<file path="src/rtl/stor_cmd_pkg.sv">
package stor_cmd_pkg;

  localparam logic [2:0] OP_IDENT = 3'b000;
  localparam logic [2:0] OP_SHDN  = 3'b001;
  localparam logic [2:0] OP_WR    = 3'b010;
  localparam logic [2:0] OP_RD    = 3'b011;
  localparam logic [2:0] OP_HLOG  = 3'b100;
  localparam logic [2:0] OP_FLUSH = 3'b110;

  localparam int ERR_W     = 3;
  localparam int ERR_PARAM = 0;
  localparam int ERR_TMO   = 1;
  localparam int ERR_STAT  = 2;

  typedef enum logic [2:0] {
    ST_IDLE,
    ST_ISSUE,
    ST_WAIT,
    ST_REFUSE,
    ST_DEAD
  } seq_state_e;

endpackage

</file>
<file path="src/rtl/stor_req_check.sv">
module stor_req_check
  import stor_cmd_pkg::*;
#(
  parameter int AW = 48
) (
  input  logic [2:0]    op,
  input  logic [AW-1:0] start,
  input  logic [AW-1:0] count,
  input  logic [AW-1:0] capacity,
  input  logic          mode4k,
  output logic          bulk,
  output logic          accept
);
  localparam int SW = AW + 1;

  logic          known;
  logic [SW-1:0] end_sect;
  logic          fits;
  logic          aligned;

  always_comb begin
    bulk     = (op == OP_WR) || (op == OP_RD);
    known    = bulk || (op == OP_IDENT) || (op == OP_SHDN) ||
               (op == OP_HLOG) || (op == OP_FLUSH);
    end_sect = {1'b0, start} + {1'b0, count};
    fits     = (count != '0) && (end_sect <= {1'b0, capacity});
    aligned  = !mode4k || ((start[2:0] == 3'b000) && (count[2:0] == 3'b000));
    accept   = known && (!bulk || (fits && aligned));
  end

endmodule

</file>
<file path="src/rtl/stor_chunker.sv">
module stor_chunker #(
  parameter int AW        = 48,
  parameter int MAX_CHUNK = 256,
  localparam int CW       = $clog2(MAX_CHUNK + 1)
) (
  input  logic          clk,
  input  logic          rst_n,
  input  logic          load,
  input  logic [AW-1:0] ld_start,
  input  logic [AW-1:0] ld_count,
  input  logic          step,
  output logic [AW-1:0] cur_sect,
  output logic [CW-1:0] chunk,
  output logic          more
);
  logic [AW-1:0] sect_q, sect_d;
  logic [AW-1:0] left_q, left_d;
  logic          en;

  always_comb begin
    if (left_q > AW'(MAX_CHUNK)) chunk = CW'(MAX_CHUNK);
    else                         chunk = left_q[CW-1:0];
    en     = load || step;
    sect_d = sect_q;
    left_d = left_q;
    if (load) begin
      sect_d = ld_start;
      left_d = ld_count;
    end else if (step) begin
      sect_d = sect_q + AW'(chunk);
      left_d = left_q - AW'(chunk);
    end
  end

  always_ff @(posedge clk or negedge rst_n) begin
    if (!rst_n) begin
      sect_q <= '0;
      left_q <= '0;
    end else if (en) begin
      sect_q <= sect_d;
      left_q <= left_d;
    end
  end

  assign cur_sect = sect_q;
  assign more     = (left_q != '0);

endmodule

</file>
<file path="src/rtl/stor_wait_timer.sv">
module stor_wait_timer #(
  parameter int TW = 32
) (
  input  logic          clk,
  input  logic          rst_n,
  input  logic          clr,
  input  logic          run,
  input  logic [TW-1:0] limit,
  output logic          expired
);
  logic [TW-1:0] cnt_q, cnt_d;
  logic          en;

  always_comb begin
    en    = clr || run;
    cnt_d = clr ? '0 : cnt_q + 1'b1;
    expired = run && (limit != '0) &&
              (({1'b0, cnt_q} + {{TW{1'b0}}, 1'b1}) >= {1'b0, limit});
  end

  always_ff @(posedge clk or negedge rst_n) begin
    if (!rst_n)  cnt_q <= '0;
    else if (en) cnt_q <= cnt_d;
  end

endmodule

</file>
<file path="src/rtl/stor_cmd_seq.sv">
module stor_cmd_seq
  import stor_cmd_pkg::*;
#(
  parameter int AW        = 48,
  parameter int TW        = 32,
  parameter int STW       = 16,
  parameter int MAX_CHUNK = 256,
  localparam int CW       = $clog2(MAX_CHUNK + 1)
) (
  input  logic             clk,
  input  logic             rst_n,
  input  logic             req_i,
  input  logic [2:0]       op_i,
  input  logic [AW-1:0]    start_i,
  input  logic [AW-1:0]    count_i,
  output logic             busy_o,
  input  logic [AW-1:0]    capacity_i,
  input  logic             mode4k_i,
  input  logic [TW-1:0]    tmo_limit_i,
  output logic             iss_o,
  output logic [2:0]       iss_op_o,
  output logic [AW-1:0]    iss_sect_o,
  output logic [CW-1:0]    iss_cnt_o,
  input  logic             cpl_i,
  input  logic [STW-1:0]   cpl_status_i,
  output logic [STW-1:0]   status_o,
  output logic             err_o,
  output logic [ERR_W-1:0] err_type_o,
  output logic             inactive_o
);
  seq_state_e       st_q, st_d;
  logic [2:0]       op_q, op_d;
  logic [ERR_W-1:0] err_q, err_d;
  logic [STW-1:0]   stat_q;
  logic             stat_en;
  logic             op_en;

  logic             bulk, accept;
  logic             ck_load, ck_step, ck_more;
  logic [AW-1:0]    ck_sect;
  logic [CW-1:0]    ck_chunk;
  logic             tm_expired;

  stor_req_check #(.AW(AW)) u_check (
    .op       (op_i),
    .start    (start_i),
    .count    (count_i),
    .capacity (capacity_i),
    .mode4k   (mode4k_i),
    .bulk     (bulk),
    .accept   (accept)
  );

  stor_chunker #(.AW(AW), .MAX_CHUNK(MAX_CHUNK)) u_chunk (
    .clk      (clk),
    .rst_n    (rst_n),
    .load     (ck_load),
    .ld_start (bulk ? start_i : '0),
    .ld_count (bulk ? count_i : '0),
    .step     (ck_step),
    .cur_sect (ck_sect),
    .chunk    (ck_chunk),
    .more     (ck_more)
  );

  stor_wait_timer #(.TW(TW)) u_timer (
    .clk     (clk),
    .rst_n   (rst_n),
    .clr     (st_q == ST_ISSUE),
    .run     (st_q == ST_WAIT),
    .limit   (tmo_limit_i),
    .expired (tm_expired)
  );

  always_comb begin
    st_d    = st_q;
    op_d    = op_q;
    op_en   = 1'b0;
    err_d   = err_q;
    stat_en = 1'b0;
    ck_load = 1'b0;
    ck_step = 1'b0;
    unique case (st_q)
      ST_IDLE: begin
        if (req_i) begin
          if (accept) begin
            op_d    = op_i;
            op_en   = 1'b1;
            ck_load = 1'b1;
            st_d    = ST_ISSUE;
          end else begin
            err_d[ERR_PARAM] = 1'b1;
            st_d             = ST_REFUSE;
          end
        end
      end
      ST_ISSUE: begin
        ck_step = 1'b1;
        st_d    = ST_WAIT;
      end
      ST_WAIT: begin
        if (cpl_i) begin
          stat_en = 1'b1;
          if (cpl_status_i != '0) err_d[ERR_STAT] = 1'b1;
          if (op_q == OP_SHDN)            st_d = ST_DEAD;
          else if (cpl_status_i != '0)    st_d = ST_IDLE;
          else if (ck_more)               st_d = ST_ISSUE;
          else                            st_d = ST_IDLE;
        end else if (tm_expired) begin
          err_d[ERR_TMO] = 1'b1;
          st_d           = ST_IDLE;
        end
      end
      ST_REFUSE: st_d = ST_IDLE;
      ST_DEAD:   st_d = ST_DEAD;
      default:   st_d = ST_IDLE;
    endcase
  end

  always_ff @(posedge clk or negedge rst_n) begin
    if (!rst_n) begin
      st_q  <= ST_IDLE;
      err_q <= '0;
    end else begin
      st_q  <= st_d;
      err_q <= err_d;
    end
  end

  always_ff @(posedge clk or negedge rst_n) begin
    if (!rst_n)     op_q <= OP_IDENT;
    else if (op_en) op_q <= op_d;
  end

  always_ff @(posedge clk or negedge rst_n) begin
    if (!rst_n)       stat_q <= '0;
    else if (stat_en) stat_q <= cpl_status_i;
  end

  assign busy_o     = (st_q != ST_IDLE);
  assign iss_o      = (st_q == ST_ISSUE);
  assign iss_op_o   = op_q;
  assign iss_sect_o = ck_sect;
  assign iss_cnt_o  = ck_chunk;
  assign status_o   = stat_q;
  assign err_type_o = err_q;
  assign err_o      = |err_q;
  assign inactive_o = (st_q == ST_DEAD);

endmodule

</file>
<file path="config.mk">
export PLATFORM = sky130hd
export DESIGN_NAME = stor_cmd_seq
export DESIGN_NICKNAME = d
export VERILOG_FILES = /design/src/rtl/stor_cmd_pkg.sv /design/src/rtl/stor_req_check.sv /design/src/rtl/stor_chunker.sv /design/src/rtl/stor_wait_timer.sv /design/src/rtl/stor_cmd_seq.sv
export SDC_FILE = /design/constraint.sdc
export NUM_CORES = 1
export LEC_CHECK = 0
export BUFFER_PORTS_ARGS = -buffer_cell sky130_fd_sc_hd__buf_4
export CELL_PAD_IN_SITES_DETAIL_PLACEMENT = 0
export CELL_PAD_IN_SITES_GLOBAL_PLACEMENT = 1
export CORE_ASPECT_RATIO = 1.25
export CORE_MARGIN = 4
export CORE_UTILIZATION = 42
export CTS_CLUSTER_SIZE = 10
export DETAILED_ROUTE_END_ITERATION = 7
export GPL_TIMING_DRIVEN = 0
export MAX_ROUTING_LAYER = met4
export PLACE_DENSITY = 0.79
export SYNTH_ARGS = -nofsm -noshare
export SYNTH_HDL_FRONTEND = slang
export SYNTH_SLANG_ARGS = --single-unit
</file>
<file path="constraint.sdc">
create_clock -name clk -period 5.25 [get_ports clk]
set_clock_uncertainty 0.15 [all_clocks]
set_input_delay 1.575 -clock clk [delete_from_list [all_inputs] [get_ports clk]]
set_output_delay 1.575 -clock clk [all_outputs]
set_load 0.05 [all_outputs]
</file>
==> summary.md, run 1 <==
| Metric | Value |
|---|---|
| Status | `finished with violations` |
| Failing checks | `setup timing` |
| Storage cell area | `3829 sq um` |
| Post-synthesis area per instance | `8.329 sq um` |
| P&R area growth vs syn | `32.02%` |
| Final wirelength | `50,890 um` |
| Site row count | `73` |
| Biggest area consumer among synthesized cells | `dfrtp_1` |
| Max-Cap Viols | `0` |
| WP data required | `5420 ps` |
| Top Usage Layer GRT | `met2` |
| Slowest stage cell, crit path | `nor4_4` |
| Synth warnings | `0` |
| Area occupied by multi-input gates | `9684 sq um` |
| Worst skew pair latency | `440 ps` |
| Min-delay src | `err_type_o[1]` |
| Nets | `2,317` |
| DRT iter0 DRCs | `878` |
| Final worst slack | `-1128 ps` |
| Final period demand of the worst path | `6378 ps` |
| Hold-critical path endpoint | `err_type_o[1]` |
| IO Pins | `283` |
| CP Max Fanout | `7` |
| Share of the yosys chip area belonging to registers | `0.2798` |
| Measured slew at the worst slew-check pin | `891.6 ps` |
| F_max | `156.8 MHz` |
| Top post-synthesis cells by area | `dfrtp_1, ha_1, nand2_1, xnor2_1, xor2_1` |
| Clk sink count | `153` |
| Number of flops mapped to enable cells by yosys | `0` |
| Worst Path Buf+Inv | `3` |
| Fillcell total | `3,038` |
| DRC viols | `0` |
| Crit path depth | `23` |
| Clk root buf | `clkbuf_16` |
| DP HPWL | `40,560 um` |
| RR Startpoint | `u_chunk.left_q[38]` |
| Ant. Diodes | `0` |
| Overall Global Routing Usage | `0.2870` |
| Vias in the first global route | `14,100` |
| Startpoint Class | `primary input` |
| Post-Synthesis Cells | `1,643` |
| Synth Cell Area | `13,680 sq um` |
| Via Count | `14,070` |
| Setup-failing EPs final | `101` |
| Critical path arrival | `6550 ps` |
| Flop-to-flop setup slack | `-220 ps` |
| Count leader, synth | `nand2_1` |
| Post-synth top area share | `0.2798` |
| Grt ovf | `0` |
| Met2 Use GR | `0.4798` |
| Most used cell, CP | `nand4_1` |
| Hold Path Stages | `1` |
| FF-to-FF path depth | `17` |
| Die width | `169.5 um` |
| Initial antenna violation count | `0` |
| Max Buffers Root-to-Sink | `2` |
| DR WL/cell | `21.21 um` |
| Syn Nets | `1,984` |
| Worst Setup End Kind | `flop` |
| Initial Util | `0.4281` |
| Crit path max-delay family | `compound AO/OA/AOI/OAI gates` |
| Number of H-tree levels | `4` |
| RSZ-0062 raised after global routing | `yes` |
| Placed inst area | `16,530 sq um` |
| Pre-antenna DRT Iters | `7` |
| Worst-path clk slew | `60 ps` |
| Die area | `35,550 sq um` |
| Routing usage on met1 | `0.3459` |
| Fraction of layout cells with a size suffix above 1 | `0.2334` |
| Dominant synthesized flop cell | `dfrtp_1` |
| Max VDD drop | `0.2867 mV` |
| Async S/R FF share, synth | `1.000` |
| Post-synth cell types | `79` |
| CP Class | `primary input to flop` |
| Routed Antenna Nets | `0` |
| Number of I/O port buffers | `282` |
| Total CTS buffers | `17` |
| Reg-to-reg endpoint | `u_chunk.cur_sect[26]` |
| Top post-synthesis cells by count | `nand2_1, dfrtp_1, ha_1` |
| Core area | `31,970 sq um` |
| Setup TNS | `-103,270 ps` |
| Critical Path, Cell by Cell | `buf_8, ha_4, fa_2, a211oi_2, o211ai_1, a41oi_2, a32oi_4, a311oi_2, o21ai_1, a21o_1, a21oi_2, xnor2_2, ha_1, nand4_1, nor4_4, nand4_1, nand3_2, a21oi_4, o21ai_4, a31oi_4, buf_12, clkbuf_16, a221o_1` |
| Leakage power | `0.008768 uW` |
| Vert. Die Dim | `209.8 um` |
| Placer Congestion | `0.9940` |
| Final slew viol count | `0` |
| Final worst path period share | `1.215` |
| Post-CTS Hold Fix Bufs | `0` |
| Final Cell Area | `18,070 sq um` |
| PD cells | `429.2 nW/um^2` |
| CTS tree | `yes` |
| Worst stage delay on the critical path | `390 ps` |
| Largest net degree at the start of global routing | `116` |
| Global-route wire length before repair | `77,930 um` |
| Worst rel slew slack | `0.4010` |
| Hold Path Class | `flop to flop` |
| DR vias/cell | `5.864` |
| Met3 GRT Util | `0.04164` |
| #FFs+latches synth | `153` |
| Final Hold Fails | `0` |
-- how the worst max path moves through the flow --
stage | end | slack, ps | start
global route | u_chunk.left_q[46] | -1300 | count_i[0]
CTS | u_chunk.cur_sect[20] | -1120 | start_i[0]
finish | u_chunk.left_q[40] | -1130 | count_i[0]
detailed placement | u_chunk.left_q[31] | -2460 | start_i[1]
floorplan | u_chunk.left_q[31] | -730 | start_i[0]
global placement | u_chunk.left_q[8] | -2410 | start_i[1]
-- cells by family after synthesis --
kind of cell,after synthesis,share of synthesized area
adders and majority gates,141,0.1300
other,1,0.0002740
muxes,50,0.03840
xor gates and xnor gates,124,0.07936
DFF,153,0.2798
and+or+nand+nor,568,0.2071
AOI/OAI and AO/OA,443,0.2198
buffers and inverters,163,0.04526
-- layout make-up --
cell class / count / area share
Clock inverter: 6 / 0.007410
Inverter: 104 / 0.02161
Multi-Input combinational cell: 1327 / 0.5360
Clock buffer: 25 / 0.02853
Sequential cell: 153 / 0.2119
Buffer: 59 / 0.02403
Timing Repair Buffer: 314 / 0.1419
Tap cell: 412 / 0.02853
-- cell usage in the layout, fill, tap and decap left out, drive strengths merged, types with 35 or more instances in the layout --
master / Yosys / layout
dfrtp: 153 / 153
a21oi: 97 / 97
buf: 9 / 325
xnor2: 67 / 67
nand2: 173 / 173
nor2: 109 / 109
nor3: 40 / 40
nor4: 39 / 39
and3: 35 / 35
o21ai: 100 / 100
ha: 139 / 139
nand3: 57 / 57
a21o: 52 / 52
inv: 104 / 104
clkbuf: 50 / 73
xor2: 57 / 57
nand4: 45 / 45
-- timing repair --
item | 4_1_cts | 5_1_grt
setup buffers | 25 | 9
pin swaps | 25 | 29
endpoints found under the setup margin | 103 | 102
resized for setup | 67 | 48
gates cloned | 6 | 1
-- report_power, final --
group / internal [uW] / switching (uW) / leakage, uW
Sequential: 1570 / 446 / 0.00203
Combinational: 1630 / 2740 / 0.00642
Clock: 870 / 499 / 0.000320
-- layer usage --
layer / routed length, um / vias up / share of wire
met5: 0 / - / 0
met4: 2146 / 0 / 0.042
met3: 3094 / 110 / 0.061
met2: 24860 / 522 / 0.49
met1: 20790 / 6687 / 0.41
li1: - / 6755 / -
-- state kept, by name, indices dropped and copies added, names as in the netlist --
name,flops
u_chunk.cur_sect,48
u_timer.cnt_q,32
iss_op_o,3
status_o,16
u_chunk.left_q,48
err_type_o,3
st_q,3
-- per-stage QoR --
step / instances / hold slack [ps] / setup WS (ps) / power [uW] / utilization
finish: 2400 / 339.3 / -1128 / 7753 / 0.5651
floorplan: 1643 / 322.5 / -730.9 / 4669 / -
CTS: 2393 / 346.9 / -1117 / 7647 / 0.5563
global placement: 2337 / 317.1 / -2406 / 5979 / 0.5159
detailed placement: 2339 / 329.4 / -2458 / 6037 / 0.5172
global route: 2400 / 379.7 / -1302 / 8180 / 0.5651
No activity file was read; power rests on OpenSTA's default activity.
==> run 2: changes to the inputs <==
Settings changed: CORE_UTILIZATION 42 to 43, CTS_BUF_LIST from default to sky130_fd_sc_hd__clkbuf_8, PLACE_DENSITY 0.79 to 0.8, SYNTH_HIERARCHICAL from default to 1.
==> run 2 against run 1 <==
  * The run still ends with setup timing left
  * First-iteration DRC count grew 8.5%
  * Global-route usage grew 1.1 points
  * Die area grew 8.5%
  * Critical path depth grew 5
  * Largest power group unchanged
  * Highest routed layer unchanged
==> summary.md, run 2 <==
| Metric | Value |
|---|---|
| Status | `finished with violations (unchanged)` |
| Failing checks | `setup timing (unchanged)` |
| WP data required | `5480 ps (was 5420 ps)` |
| Synth warnings | `6 (was 0)` |
| Syn Nets | `2,224 (was 1,984)` |
| Overall Global Routing Usage | `0.2982 (was 0.2870)` |
| Max Buffers Root-to-Sink | `2 (unchanged)` |
| Fraction of layout cells with a size suffix above 1 | `0.2838 (was 0.2334)` |
| Synth Cell Area | `15,250 sq um (was 13,680 sq um)` |
| Hold Path Stages | `1 (unchanged)` |
| #FFs+latches synth | `153 (unchanged)` |
| Flop-to-flop setup slack | `-140 ps (was -220 ps)` |
| DR vias/cell | `5.848 (was 5.864)` |
| Vias in the first global route | `15,710 (was 14,100)` |
| Placer Congestion | `0.9457 (was 0.9940)` |
| Commonest non-fill, non-tap cell in the layout | `buf_4 (unchanged)` |
| F_max | `150.6 MHz (was 156.8 MHz)` |
| Nets | `2,594 (was 2,317)` |
| Number of H-tree levels | `4 (unchanged)` |
| Final Cell Area | `20,370 sq um (was 18,070 sq um)` |
| Final period demand of the worst path | `6640 ps (was 6378 ps)` |
| Final worst slack | `-1390 ps (was -1128 ps)` |
| Setup-failing EPs final | `101 (unchanged)` |
| Placed inst area | `18,270 sq um (was 16,530 sq um)` |
| Reg-to-reg endpoint | `u_chunk/cur_sect[18] (was u_chunk.cur_sect[26])` |
| Final slew viol count | `0 (unchanged)` |
| Clk sink count | `153 (unchanged)` |
| Total Power | `7583 uW (was 7753 uW)` |
| Async S/R FF share, synth | `1.000 (unchanged)` |
| Post-synth cell types | `101 (was 79)` |
| Max-Cap Viols | `0 (unchanged)` |
| RSZ-0062 raised after global routing | `yes (unchanged)` |
| Critical path arrival | `6870 ps (was 6550 ps)` |
| Number of I/O port buffers | `282 (unchanged)` |
| Storage cell area | `3829 sq um (unchanged)` |
| Startpoint Class | `primary input (unchanged)` |
| Worst rel slew slack | `0.03314 (was 0.4010)` |
| Leakage power | `0.009225 uW (was 0.008768 uW)` |
| DR WL/cell | `21.39 um (was 21.21 um)` |
| Count leader, synth | `nand2_1 (unchanged)` |
| Share of the yosys chip area belonging to registers | `0.2510 (was 0.2798)` |
| Site row count | `76 (was 73)` |
| Grt ovf | `0 (unchanged)` |
| Core area | `34,710 sq um (was 31,970 sq um)` |
| Pre-antenna DRT Iters | `5 (was 7)` |
| CTS tree | `yes (unchanged)` |
| Hold-critical path endpoint | `err_type_o[0] (was err_type_o[1])` |
| Die width | `176.5 um (was 169.5 um)` |
| Area occupied by multi-input gates | `11,520 sq um (was 9684 sq um)` |
| Biggest area consumer among synthesized cells | `dfrtp_1 (unchanged)` |
| Worst Setup End Kind | `flop (unchanged)` |
| Commonest cells after routing, fill and taps aside | `buf_4, dfrtp_1, nand2_1, and2_1, ha_1 (was buf_4, nand2_1, dfrtp_1, ha_1, nor2_1)` |
| DP HPWL | `46,060 um (was 40,560 um)` |
| Worst-path clk slew | `100 ps (was 60 ps)` |
| Largest net degree at the start of global routing | `109 (was 116)` |
| CP Class | `primary input to flop (unchanged)` |
| Global-route wire length before repair | `87,710 um (was 77,930 um)` |
| IO Pins | `283 (unchanged)` |
| DRC viols | `0 (unchanged)` |
| DRT iter0 DRCs | `953 (was 878)` |
| Final worst path period share | `1.265 (was 1.215)` |
| Worst skew pair latency | `490 ps (was 440 ps)` |
| P&R area growth vs syn | `33.56% (was 32.02%)` |
| FF-to-FF path depth | `17 (unchanged)` |
| Fillcell total | `3,268 (was 3,038)` |
| Total CTS buffers | `17 (unchanged)` |
| Top post-synthesis cells by count | `nand2_1, dfrtp_1, ha_1 (unchanged)` |
| Die area | `38,570 sq um (was 35,550 sq um)` |
| Measured slew at the worst slew-check pin | `1414 ps (was 891.6 ps)` |
| Clk root buf | `clkbuf_8 (was clkbuf_16)` |
| Dominant synthesized flop cell | `dfrtp_1 (unchanged)` |
| Post-synthesis area per instance | `8.101 sq um (was 8.329 sq um)` |
| Initial antenna violation count | `0 (unchanged)` |
| CP Max Fanout | `5 (was 7)` |
| RR Startpoint | `u_chunk/left_q[42] (was u_chunk.left_q[38])` |
| Post-CTS Hold Fix Bufs | `0 (unchanged)` |
| Post-Synthesis Cells | `1,883 (was 1,643)` |
| Final hold slack | `349.1 ps (was 339.3 ps)` |
| Routed Antenna Nets | `0 (unchanged)` |
| Vert. Die Dim | `218.6 um (was 209.8 um)` |
| Final wirelength | `58,530 um (was 50,890 um)` |
| Final Hold Fails | `0 (unchanged)` |
| Post-synth top area share | `0.2510 (was 0.2798)` |
| Hold Path Class | `flop to flop (unchanged)` |
| Via Count | `16,010 (was 14,070)` |
| Initial Util | `0.4395 (was 0.4281)` |
| Max VDD drop | `0.1979 mV (was 0.2867 mV)` |
| Top post-synthesis cells by area | `dfrtp_1, ha_1, and2_1, xnor2_1, nand2_1 (was dfrtp_1, ha_1, nand2_1, xnor2_1, xor2_1)` |
| Number of flops mapped to enable cells by yosys | `0 (unchanged)` |
| Min-delay src | `err_type_o[0] (was err_type_o[1])` |
| PD cells | `372.2 nW/um^2 (was 429.2 nW/um^2)` |
[run 2: cell types whose count changed after synthesis, moves of 14 or more]
cell / previous run / this run
and2_1: 12 / 122
nor2_1: 109 / 123
a221o_1: 27 / 9
a31oi_1: 11 / 34
and3_1: 35 / 21
mux2i_1: 30 / 11
a22o_1: 24 / 1
nand4_1: 44 / 65
[run 2: where the power goes]
| part | internal, uW | total (uW) | switching (uW) |
|---|---|---|---|
| sequential | 1570 | 2050 | 476 |
| clock | 407 | 938 | 532 |
| combinational | 1810 | 4600 | 2790 |
| total | 3790 | 7580 | 3790 |
[run 2: layer usage]
layer / routed length (um) / part of all wire / GRT usage
met1: 23310 / 0.40 / 0.3502
met5: 0 / 0 / -
met2: 28430 / 0.49 / 0.5026
met3: 3375 / 0.058 / 0.04602
met4: 3417 / 0.058 / 0.1391
[run 2: how the worst max path moves through the flow]
| stage | start | cells past startpoint | to | slack (ps) |
|---|---|---|---|---|
| global placement | count_i[31] | 25 | u_chunk/cur_sect[8] | -2630 |
| finish | count_i[0] | 28 | u_chunk/cur_sect[18] | -1390 |
| CTS | count_i[0] | 28 | u_chunk/cur_sect[8] | -1450 |
| floorplan | start_i[0] | 26 | u_chunk/cur_sect[29] | -870 |
| global route | count_i[0] | 28 | u_chunk/cur_sect[8] | -1510 |
| detailed placement | count_i[31] | 25 | u_chunk/left_q[26] | -2680 |
[run 2: cell type report]
class,count,area share
clock inverters,14,0.007309
plain buffers,82,0.03464
well taps,468,0.02874
multi-input cells,1530,0.5654
clock buffers,18,0.01216
flip-flops and latches,153,0.1879
inverters,115,0.02162
repair buffers,354,0.1418
diodes,3,0.0003685
[run 2: worst max-delay path, stage by stage]
cell        delay [ps]
buf_8              100
ha_4               150
fa_2               370
a211oi_4           250
o21ai_2            130
nand4_1            270
a31o_4             240
and3_4             220
o21ai_4             70
a21o_1             180
a221oi_2           260
ha_1               290
a21o_1             180
a21o_1             160
a21oi_2            140
o21a_1             130
o211ai_1           210
a211oi_2           320
o21ai_4            130
o22ai_4            280
nand3_4            130
inv_6              110
clkbuf_16          150
clkinvlp_4         160
buf_4              190
buf_8              140
o311a_1            110
a211o_1            220
[run 2: what timing repair did]
item,in CTS,in global routing
pin swaps,44,42
buffers inserted,31,27
gates resized for setup,108,144
gates cloned,6,6
endpoints found under the setup margin,107,104
[run 2: kinds of logic (layout without fill, tap and decap cells)]
| family | Yosys count | in the layout | share of synthesized area |
|---|---|---|---|
| AND/OR/NAND/NOR | 755 | 755 | 0.2694 |
| AO/OA/AOI/OAI | 458 | 458 | 0.2010 |
| buffers and inverters | 200 | 583 | 0.05397 |
| flip-flops | 153 | 153 | 0.2510 |
| adder cells (fa/ha/maj) | 141 | 141 | 0.1166 |
| XOR/XNOR | 137 | 137 | 0.07866 |
| multiplexers | 38 | 38 | 0.02912 |
| other | 1 | 4 | 0.0002458 |
[run 2: through the flow]
| step | util | setup WS (ps) | setup TNS [ps] | cells |
|---|---|---|---|---|
| floorplan | - | -873.1 | -69380 | 1883 |
| global placement | 0.5250 | -2627 | -245480 | 2633 |
| detailed placement | 0.5265 | -2677 | -250150 | 2635 |
| CTS | 0.5641 | -1446 | -126080 | 2703 |
| global route | 0.5867 | -1507 | -133890 | 2734 |
| finish | 0.5870 | -1390 | -121810 | 2737 |
